File: src/rtl/rxq_pkg.sv
package rxq_pkg;

    // Width of one stored character: 8 data bits plus the address bit.
    localparam int unsigned RXQ_DW = 9;

    // Receiver write strobe with its error qualifiers.
    typedef struct packed {
        logic valid;
        logic par;
        logic frm;
        logic ovr;
    } rxq_in_t;

    // Qualified queue operation for one cycle.
    typedef struct packed {
        logic push;
        logic pop;
        logic flush;
    } rxq_op_t;

    function automatic logic rxq_bad(input rxq_in_t w);
        return w.par | w.frm | w.ovr;
    endfunction

    // A level of zero is promoted to one so an empty queue never reports ready.
    function automatic logic [31:0] rxq_eff_level(input logic [31:0] lvl);
        return (lvl == 32'd0) ? 32'd1 : lvl;
    endfunction

endpackage

File: src/rtl/rxq_store.sv
module rxq_store
    import rxq_pkg::*;
#(
    parameter int unsigned DEPTH = 16,
    parameter int unsigned CNT_W = 5
) (
    input  logic              clk,
    input  logic              rst,
    input  rxq_op_t           op,
    input  logic [RXQ_DW-1:0] wdata,
    output logic [RXQ_DW-1:0] head,
    output logic [CNT_W-1:0]  count,
    output logic [CNT_W-1:0]  count_nx
);
    localparam int unsigned PTR_W = (DEPTH > 1) ? $clog2(DEPTH) : 1;
    localparam bit          POW2  = (DEPTH == (1 << PTR_W));

    logic [RXQ_DW-1:0] mem [DEPTH];
    logic [PTR_W-1:0]  wr_ptr, rd_ptr;
    logic [PTR_W-1:0]  wr_ptr_inc, rd_ptr_inc;

    // Pointer advance: natural wrap for power-of-two depths, compare otherwise.
    generate
        if (POW2) begin : g_wrap_nat
            assign wr_ptr_inc = wr_ptr + 1'b1;
            assign rd_ptr_inc = rd_ptr + 1'b1;
        end else begin : g_wrap_cmp
            assign wr_ptr_inc = (wr_ptr == PTR_W'(DEPTH - 1)) ? '0 : wr_ptr + 1'b1;
            assign rd_ptr_inc = (rd_ptr == PTR_W'(DEPTH - 1)) ? '0 : rd_ptr + 1'b1;
        end
    endgenerate

    always_comb begin
        if (op.flush) begin
            count_nx = '0;
        end else begin
            count_nx = count + CNT_W'(op.push) - CNT_W'(op.pop);
        end
    end

    always_ff @(posedge clk) begin
        if (rst) begin
            wr_ptr <= '0;
            rd_ptr <= '0;
            count  <= '0;
        end else begin
            count <= count_nx;
            if (op.flush) begin
                wr_ptr <= '0;
                rd_ptr <= '0;
            end else begin
                if (op.push) wr_ptr <= wr_ptr_inc;
                if (op.pop)  rd_ptr <= rd_ptr_inc;
            end
        end
    end

    always_ff @(posedge clk) begin
        if (op.push) mem[wr_ptr] <= wdata;
    end

    assign head = (count != '0) ? mem[rd_ptr] : '0;

    AST_NO_OVERFLOW: assert property (@(posedge clk) disable iff (rst)
        count <= CNT_W'(DEPTH));
    AST_PUSH_NOT_FULL: assert property (@(posedge clk) disable iff (rst)
        op.push |-> (count != CNT_W'(DEPTH)));
    AST_POP_NOT_EMPTY: assert property (@(posedge clk) disable iff (rst)
        op.pop |-> (count != '0));

endmodule

File: src/rtl/rxq_ctrl.sv
module rxq_ctrl
    import rxq_pkg::*;
#(
    parameter int unsigned DEPTH = 16,
    parameter int unsigned CNT_W = 5
) (
    input  logic             clk,
    input  logic             rst,
    input  rxq_in_t          wr,
    input  logic             rd_req,
    input  logic             flush_req,
    input  logic             en_set,
    input  logic             en_clr,
    input  logic [CNT_W-1:0] count,
    output rxq_op_t          op,
    output logic             en_q,
    output logic             ovf_q
);
    logic full, bad, clean_wr, drop;

    assign full     = (count == CNT_W'(DEPTH));
    assign bad      = wr.valid & rxq_bad(wr);
    assign clean_wr = wr.valid & ~rxq_bad(wr) & en_q;
    assign drop     = clean_wr & full;

    always_comb begin
        op.flush = flush_req & ~en_q;
        op.push  = ~op.flush & clean_wr & ~full;
        op.pop   = ~op.flush & rd_req & (count != '0);
    end

    // Error beats both software pulses; clear beats set.
    always_ff @(posedge clk) begin
        if (rst) begin
            en_q  <= 1'b0;
            ovf_q <= 1'b0;
        end else begin
            ovf_q <= drop;
            if (bad || en_clr) begin
                en_q <= 1'b0;
            end else if (en_set) begin
                en_q <= 1'b1;
            end
        end
    end

    AST_ERR_DISABLES: assert property (@(posedge clk) disable iff (rst)
        bad |=> !en_q);
    AST_OVF_WHEN_FULL: assert property (@(posedge clk) disable iff (rst)
        ovf_q |-> ($past(count) == CNT_W'(DEPTH)));
    AST_OVF_ONE_CYCLE: assert property (@(posedge clk) disable iff (rst)
        ovf_q && !$past(drop, 2) |=> !ovf_q || $past(wr.valid));
    AST_DISABLED_NO_PUSH: assert property (@(posedge clk) disable iff (rst)
        !en_q |-> !op.push);

endmodule

File: src/rtl/rxq_ready.sv
module rxq_ready
    import rxq_pkg::*;
#(
    parameter int unsigned CNT_W      = 5,
    parameter int unsigned IDLE_TICKS = 8
) (
    input  logic             clk,
    input  logic             rst,
    input  rxq_op_t          op,
    input  logic [CNT_W-1:0] count,
    input  logic [CNT_W-1:0] count_nx,
    input  logic [CNT_W-1:0] level,
    input  logic             idle_arm,
    input  logic             rx_idle,
    input  logic             baud_tick,
    output logic             ready
);
    localparam int unsigned TW = $clog2(IDLE_TICKS + 1);

    logic [CNT_W-1:0] lvl_eff;
    logic [TW-1:0]    tick_cnt;
    logic             qual, restart, expire;

    assign lvl_eff = CNT_W'(rxq_eff_level(32'(level)));
    assign qual    = idle_arm & rx_idle & (count != '0) & (count < lvl_eff);
    assign restart = op.push | op.pop | op.flush | ~qual;
    assign expire  = ~restart & baud_tick & (tick_cnt == TW'(IDLE_TICKS));

    always_ff @(posedge clk) begin
        if (rst) begin
            tick_cnt <= '0;
        end else if (restart || expire) begin
            tick_cnt <= '0;
        end else if (baud_tick) begin
            tick_cnt <= tick_cnt + 1'b1;
        end
    end

    always_ff @(posedge clk) begin
        if (rst) begin
            ready <= 1'b0;
        end else if (count_nx == '0) begin
            ready <= 1'b0;
        end else if ((count_nx >= lvl_eff) || expire) begin
            ready <= 1'b1;
        end
    end

    AST_IDLE_BOUND: assert property (@(posedge clk) disable iff (rst)
        tick_cnt <= TW'(IDLE_TICKS));
    AST_EMPTY_NOT_READY: assert property (@(posedge clk) disable iff (rst)
        (count == '0) |-> !ready);
    AST_READ_RESTARTS: assert property (@(posedge clk) disable iff (rst)
        op.pop |=> (tick_cnt == '0));

endmodule

File: src/rtl/rxq_buffer.sv
module rxq_buffer
    import rxq_pkg::*;
#(
    parameter  int unsigned DEPTH      = 16,
    parameter  int unsigned IDLE_TICKS = 8,
    localparam int unsigned CNT_W      = $clog2(DEPTH + 1)
) (
    input  logic              clk,
    input  logic              rst,
    input  logic              q_en_set,
    input  logic              q_en_clr,
    input  logic              q_flush,
    input  logic [CNT_W-1:0]  level_thr,
    input  logic              idle_arm,
    input  logic              rx_idle,
    input  logic              baud_tick,
    input  logic              rx_valid,
    input  logic [RXQ_DW-1:0] rx_byte,
    input  logic              rx_par_err,
    input  logic              rx_frm_err,
    input  logic              rx_ovr_err,
    input  logic              cpu_rd,
    output logic [RXQ_DW-1:0] cpu_data,
    output logic              data_ready,
    output logic [CNT_W-1:0]  fill_level,
    output logic              q_enabled,
    output logic              ovf_pulse
);
    rxq_in_t          wr;
    rxq_op_t          op;
    logic [CNT_W-1:0] count, count_nx;

    assign wr = '{valid: rx_valid, par: rx_par_err, frm: rx_frm_err, ovr: rx_ovr_err};

    rxq_ctrl #(.DEPTH(DEPTH), .CNT_W(CNT_W)) u_ctrl (
        .clk       (clk),
        .rst       (rst),
        .wr        (wr),
        .rd_req    (cpu_rd),
        .flush_req (q_flush),
        .en_set    (q_en_set),
        .en_clr    (q_en_clr),
        .count     (count),
        .op        (op),
        .en_q      (q_enabled),
        .ovf_q     (ovf_pulse)
    );

    rxq_store #(.DEPTH(DEPTH), .CNT_W(CNT_W)) u_store (
        .clk      (clk),
        .rst      (rst),
        .op       (op),
        .wdata    (rx_byte),
        .head     (cpu_data),
        .count    (count),
        .count_nx (count_nx)
    );

    rxq_ready #(.CNT_W(CNT_W), .IDLE_TICKS(IDLE_TICKS)) u_ready (
        .clk       (clk),
        .rst       (rst),
        .op        (op),
        .count     (count),
        .count_nx  (count_nx),
        .level     (level_thr),
        .idle_arm  (idle_arm),
        .rx_idle   (rx_idle),
        .baud_tick (baud_tick),
        .ready     (data_ready)
    );

    assign fill_level = count;

    AST_LEVEL_HIT: assert property (@(posedge clk) disable iff (rst)
        (fill_level != '0) && (fill_level >= CNT_W'(rxq_eff_level(32'(level_thr))))
        && !cpu_rd && !q_flush |=> data_ready);
    AST_FLUSH_GUARD: assert property (@(posedge clk) disable iff (rst)
        q_flush && q_enabled && !rx_valid && !cpu_rd |=> $stable(fill_level));
    AST_ERR_NOSTORE: assert property (@(posedge clk) disable iff (rst)
        rx_valid && (rx_par_err || rx_frm_err || rx_ovr_err) && !cpu_rd && !q_flush
        |=> $stable(fill_level));

endmodule

File: config.mk
export PLATFORM = sky130hd
export DESIGN_NAME = rxq_buffer
export DESIGN_NICKNAME = d
export VERILOG_FILES = /design/src/rtl/rxq_pkg.sv /design/src/rtl/rxq_store.sv /design/src/rtl/rxq_ctrl.sv /design/src/rtl/rxq_ready.sv /design/src/rtl/rxq_buffer.sv
export SDC_FILE = /design/constraint.sdc
export NUM_CORES = 1
export LEC_CHECK = 0
export BUFFER_PORTS_ARGS = -buffer_cell sky130_fd_sc_hd__buf_2
export CORE_MARGIN = 5
export CORE_UTILIZATION = 40
export CTS_CLUSTER_DIAMETER = 200
export DETAILED_ROUTE_END_ITERATION = 10
export PLACE_DENSITY_LB_ADDON = 0.1
export SLEW_MARGIN = 20
export SYNTH_ARGS = -nofsm -noshare
export SYNTH_HDL_FRONTEND = slang
export SYNTH_HIERARCHICAL = 1
export SYNTH_SLANG_ARGS = --single-unit
export TNS_END_PERCENT = 50
File: constraint.sdc
create_clock -name clk -period 6.9 [get_ports clk]
set_input_delay 1.035 -clock clk [delete_from_list [all_inputs] [get_ports clk]]
set_output_delay 1.035 -clock clk [all_outputs]
set_load 0.005 [all_outputs]
==> out/qor.yml <==
outcome:
  status: "complete, no violations"
drt:
  drc_errors: 0
  final_antenna_net_count: 0
  wl_per_cell_um: 20.93
  first_iter_violations: 233
  avgViaCountPerCell: 5.275
  vias: 3740
  wl_mm: 14.84
  first_pass_iters: 4
global_route:
  use_met1_pct: 19.71
  grt_pass1_vias: 4044
  met2_usage_pct: 26.29
  grt_max_degree: 30
  grtUsageMet3_pct: 3.985
  track_usage_pct: 15.41
  grt_first_pass_wirelength_mm: 23.16
  busiest_layer: "met2"
  grt_overflow: 0
  antenna_found_initial: 0
critical_path:
  critPathLaunch: "q_flush"
  r2r-start: "u_store/count[1]$_SDFF_PP0_"
  criticalPathCategory: "in2reg"
  arrival_ps: 4490
  crit_end: "u_ready/ready$_SDFFE_PP0P_"
  worstReg2RegEnd: "u_ready/ready$_SDFFE_PP0P_"
  start_kind: "input port"
  cp-end-kind: "flop"
  r2r_cells: 14
  critPathMaxFanout: 9
  r2r_slack_ps: 2950
  crit_required_ps: 7240
place:
  gp_congestion: 0.8526
  place.detailed.hpwl_mm: 9.947
  port_buffers: 43
floorplanning:
  rows: 48
  coreArea_um2: 17360
  die_area_um2: 20490
  die_y_um: 143.2
  io_pins: 44
  die_w_um: 143.2
  initial_utilization_pct: 40.86
clock_network:
  postCtsSetupRepairBufs: 0
  cts_made_buffers: 17
  cts_sinks: 168
  cts_root_buf: "clkbuf_16"
  clk_transition_reported_paths_ps: 60
  clk_latency_ps: 420
  cts_hold_buf: 0
  cts_tree: "built"
  cts_max_path_buffers: 2
  ctsResizeCount: 0
  htreeDepth: 4
sta:
  hold_viol_final: 0
  slew_viol_final: 0
  setup_tns_ps: 0
  worstMarginPinSlew_ps: 1071
  max-slew-margin-rel_pct: 28.18
  grt_setup_unrepaired: "false"
  post-route-min-period_ps: 4149
  finalCritPeriodShare_pct: 60.13
  skew_ps: 8.497
  timing.hold.ws_ps: 506.6
  max_freq_mhz: 241.0
  setup_viol: 0
yosys:
  yosys_warnings: 6
  syn_area_um2: 7092
  synthAdderAreaFrac_pct: 4.164
  synth_top_area_cell: "edfxtp_1"
  synth.top_cell.area_share_pct: 60.97
  synth_seq_cells: 168
  seq_area_frac_synth_pct: 67.75
  synthCells: 426
  synth_edf_count: 144
  synth-simple-area-share_pct: 7.198
  ys.flop_type: "edfxtp_1"
  async_reset_ff_share_pct: 0
  syn_nets: 476
  synth_top_family_by_area: "multiplexers"
  syn_avg_cell_area_um2: 16.65
  synth_compound_area_share_pct: 5.081
  ys_types: 50
  synthMuxAreaShare_pct: 11.89
  synthTopCellsByArea: "edfxtp_1 (61%), mux4_2 (8.9%), dfxtp_1 (6.8%), ha_1 (3.9%), mux2i_1 (2.7%)"
  synth-xor-area-share_pct: 1.482
pwr:
  power_leakage_nw: 2.677
  power.total_w: 0.002380
  vdd_ir_drop_max_mv: 0.1690
  power-per-cell-area_nw_per_um2: 296.2
hold_path:
  worst_hold_path_type: "reg2reg"
final_layout:
  final_nets: 526
  drive_gt1_share_pct: 23.35
  area_growth_pct: 13.32
  antenna_cells: 0
  final_util_pct: 46.30
run:
  drv_cap: 0
==> kinds of logic (layout without fill, tap and decap cells) <==
kind of cell	Yosys count	in the layout
xor gates and xnor gates	12	12
muxes	49	49
and+or+nand+nor	94	94
DFF	168	168
buffers and inverters	37	95
AOI/OAI and AO/OA	43	43
adders and majority gates	23	23
==> Yosys cell counts, types with 2 or more instances <==
master / n
o2111ai_1: 2
a22oi_1: 15
o21ai_0: 2
mux2i_1: 19
xor2_1: 8
buf_4: 3
mux4_2: 28
a21o_1: 3
nor4_1: 2
clkbuf_1: 6
dfxtp_1: 24
a211oi_1: 2
and2_1: 16
nor2_1: 27
inv_1: 21
nand2_1: 15
and3_1: 2
xnor2_1: 4
nor3b_1: 2
and3b_1: 2
mux2_2: 2
edfxtp_1: 144
nor3_1: 4
buf_1: 2
a21oi_1: 2
nand3_1: 8
nor2b_1: 5
o211ai_1: 9
nand4_1: 3
ha_1: 22
buf_2: 3
==> worst min-delay path by stage <==
stage | start | end | cells after the start | slack (ps)
global placement | u_ready/tick_cnt[3]$_SDFFE_PP0P_ | u_ready/tick_cnt[3]$_SDFFE_PP0P_ | 2 | 500
CTS | u_ready/tick_cnt[3]$_SDFFE_PP0P_ | u_ready/tick_cnt[3]$_SDFFE_PP0P_ | 2 | 510
detailed placement | u_ready/tick_cnt[3]$_SDFFE_PP0P_ | u_ready/tick_cnt[3]$_SDFFE_PP0P_ | 2 | 500
floorplan | u_ready/tick_cnt[3]$_SDFFE_PP0P_ | u_ready/tick_cnt[3]$_SDFFE_PP0P_ | 2 | 470
finish | u_ready/tick_cnt[3]$_SDFFE_PP0P_ | u_ready/tick_cnt[3]$_SDFFE_PP0P_ | 2 | 510
global route | u_ready/ready$_SDFFE_PP0P_ | u_ready/ready$_SDFFE_PP0P_ | 2 | 560
==> cell type report <==
cell class                 instances  area [um2]
fill                            1481        9320
clock inverter                    10       85.08
timing repair buffer              47       245.2
inverter                          21       78.83
tap                              225       281.5
clock buffer                      17       425.4
sequential                       168        4806
multi-input combinational        221        2115
==> worst max-delay path, stage by stage <==
cell and delay [ps]:
buf_2 90, nor2b_1 200, a211oi_1 900, ha_1 370, inv_1 50, ha_1 160, inv_1 60, fa_1 420
xor2_1 210, nor2_1 90, ha_1 310, o21ai_0 80, o21ai_0 210, o211ai_1 130, a31oi_1 160
==> cells in the final DEF, fill, tap and decap left out, types with 9 or more instances in the layout <==
cell / count
nand2_1: 15
and2_1: 16
nor2_1: 27
buf_2: 43
mux4_2: 28
inv_1: 21
clkbuf_16: 17
dfxtp_1: 23
o211ai_1: 9
a22oi_1: 15
ha_1: 22
mux2i_1: 19
edfxtp_1: 144
==> flip-flops by register name, indices dropped and copies added (netlist names), named ones only <==
register / count
u_ready/tick_cnt: 4
u_store/rd_ptr: 4
u_ready/ready: 1
u_ctrl/en_q: 1
u_ctrl/ovf_q: 1
u_store/wr_ptr: 4
u_store/mem: 144
u_store/count: 5
==> metrics by stage <==
step,instance area (um2),setup WS [ps],cells
2_1_floorplan,7092,2851,426
3_3_place_gp,7526,2471,682
3_5_place_dp,7526,2338,682
4_1_cts,8036,2746,709
5_1_grt,8036,2474,709
6_report,8036,2751,709
==> power by group <==
group	switching, W	total (W)	internal, W
Combinational	0.000212	0.000390	0.000178
Sequential	0.0000310	0.00114	0.00111
Clock	0.000366	0.000847	0.000482
==> per-layer routing <==
metal / part of all wire (%) / up-vias
li1: - / 1746
met1: 44 / 1925
met2: 52 / 57
met3: 3.4 / 12
met4: 0.92 / 0
met5: 0 / -
Note: power is estimated with default switching activity, not from simulation.
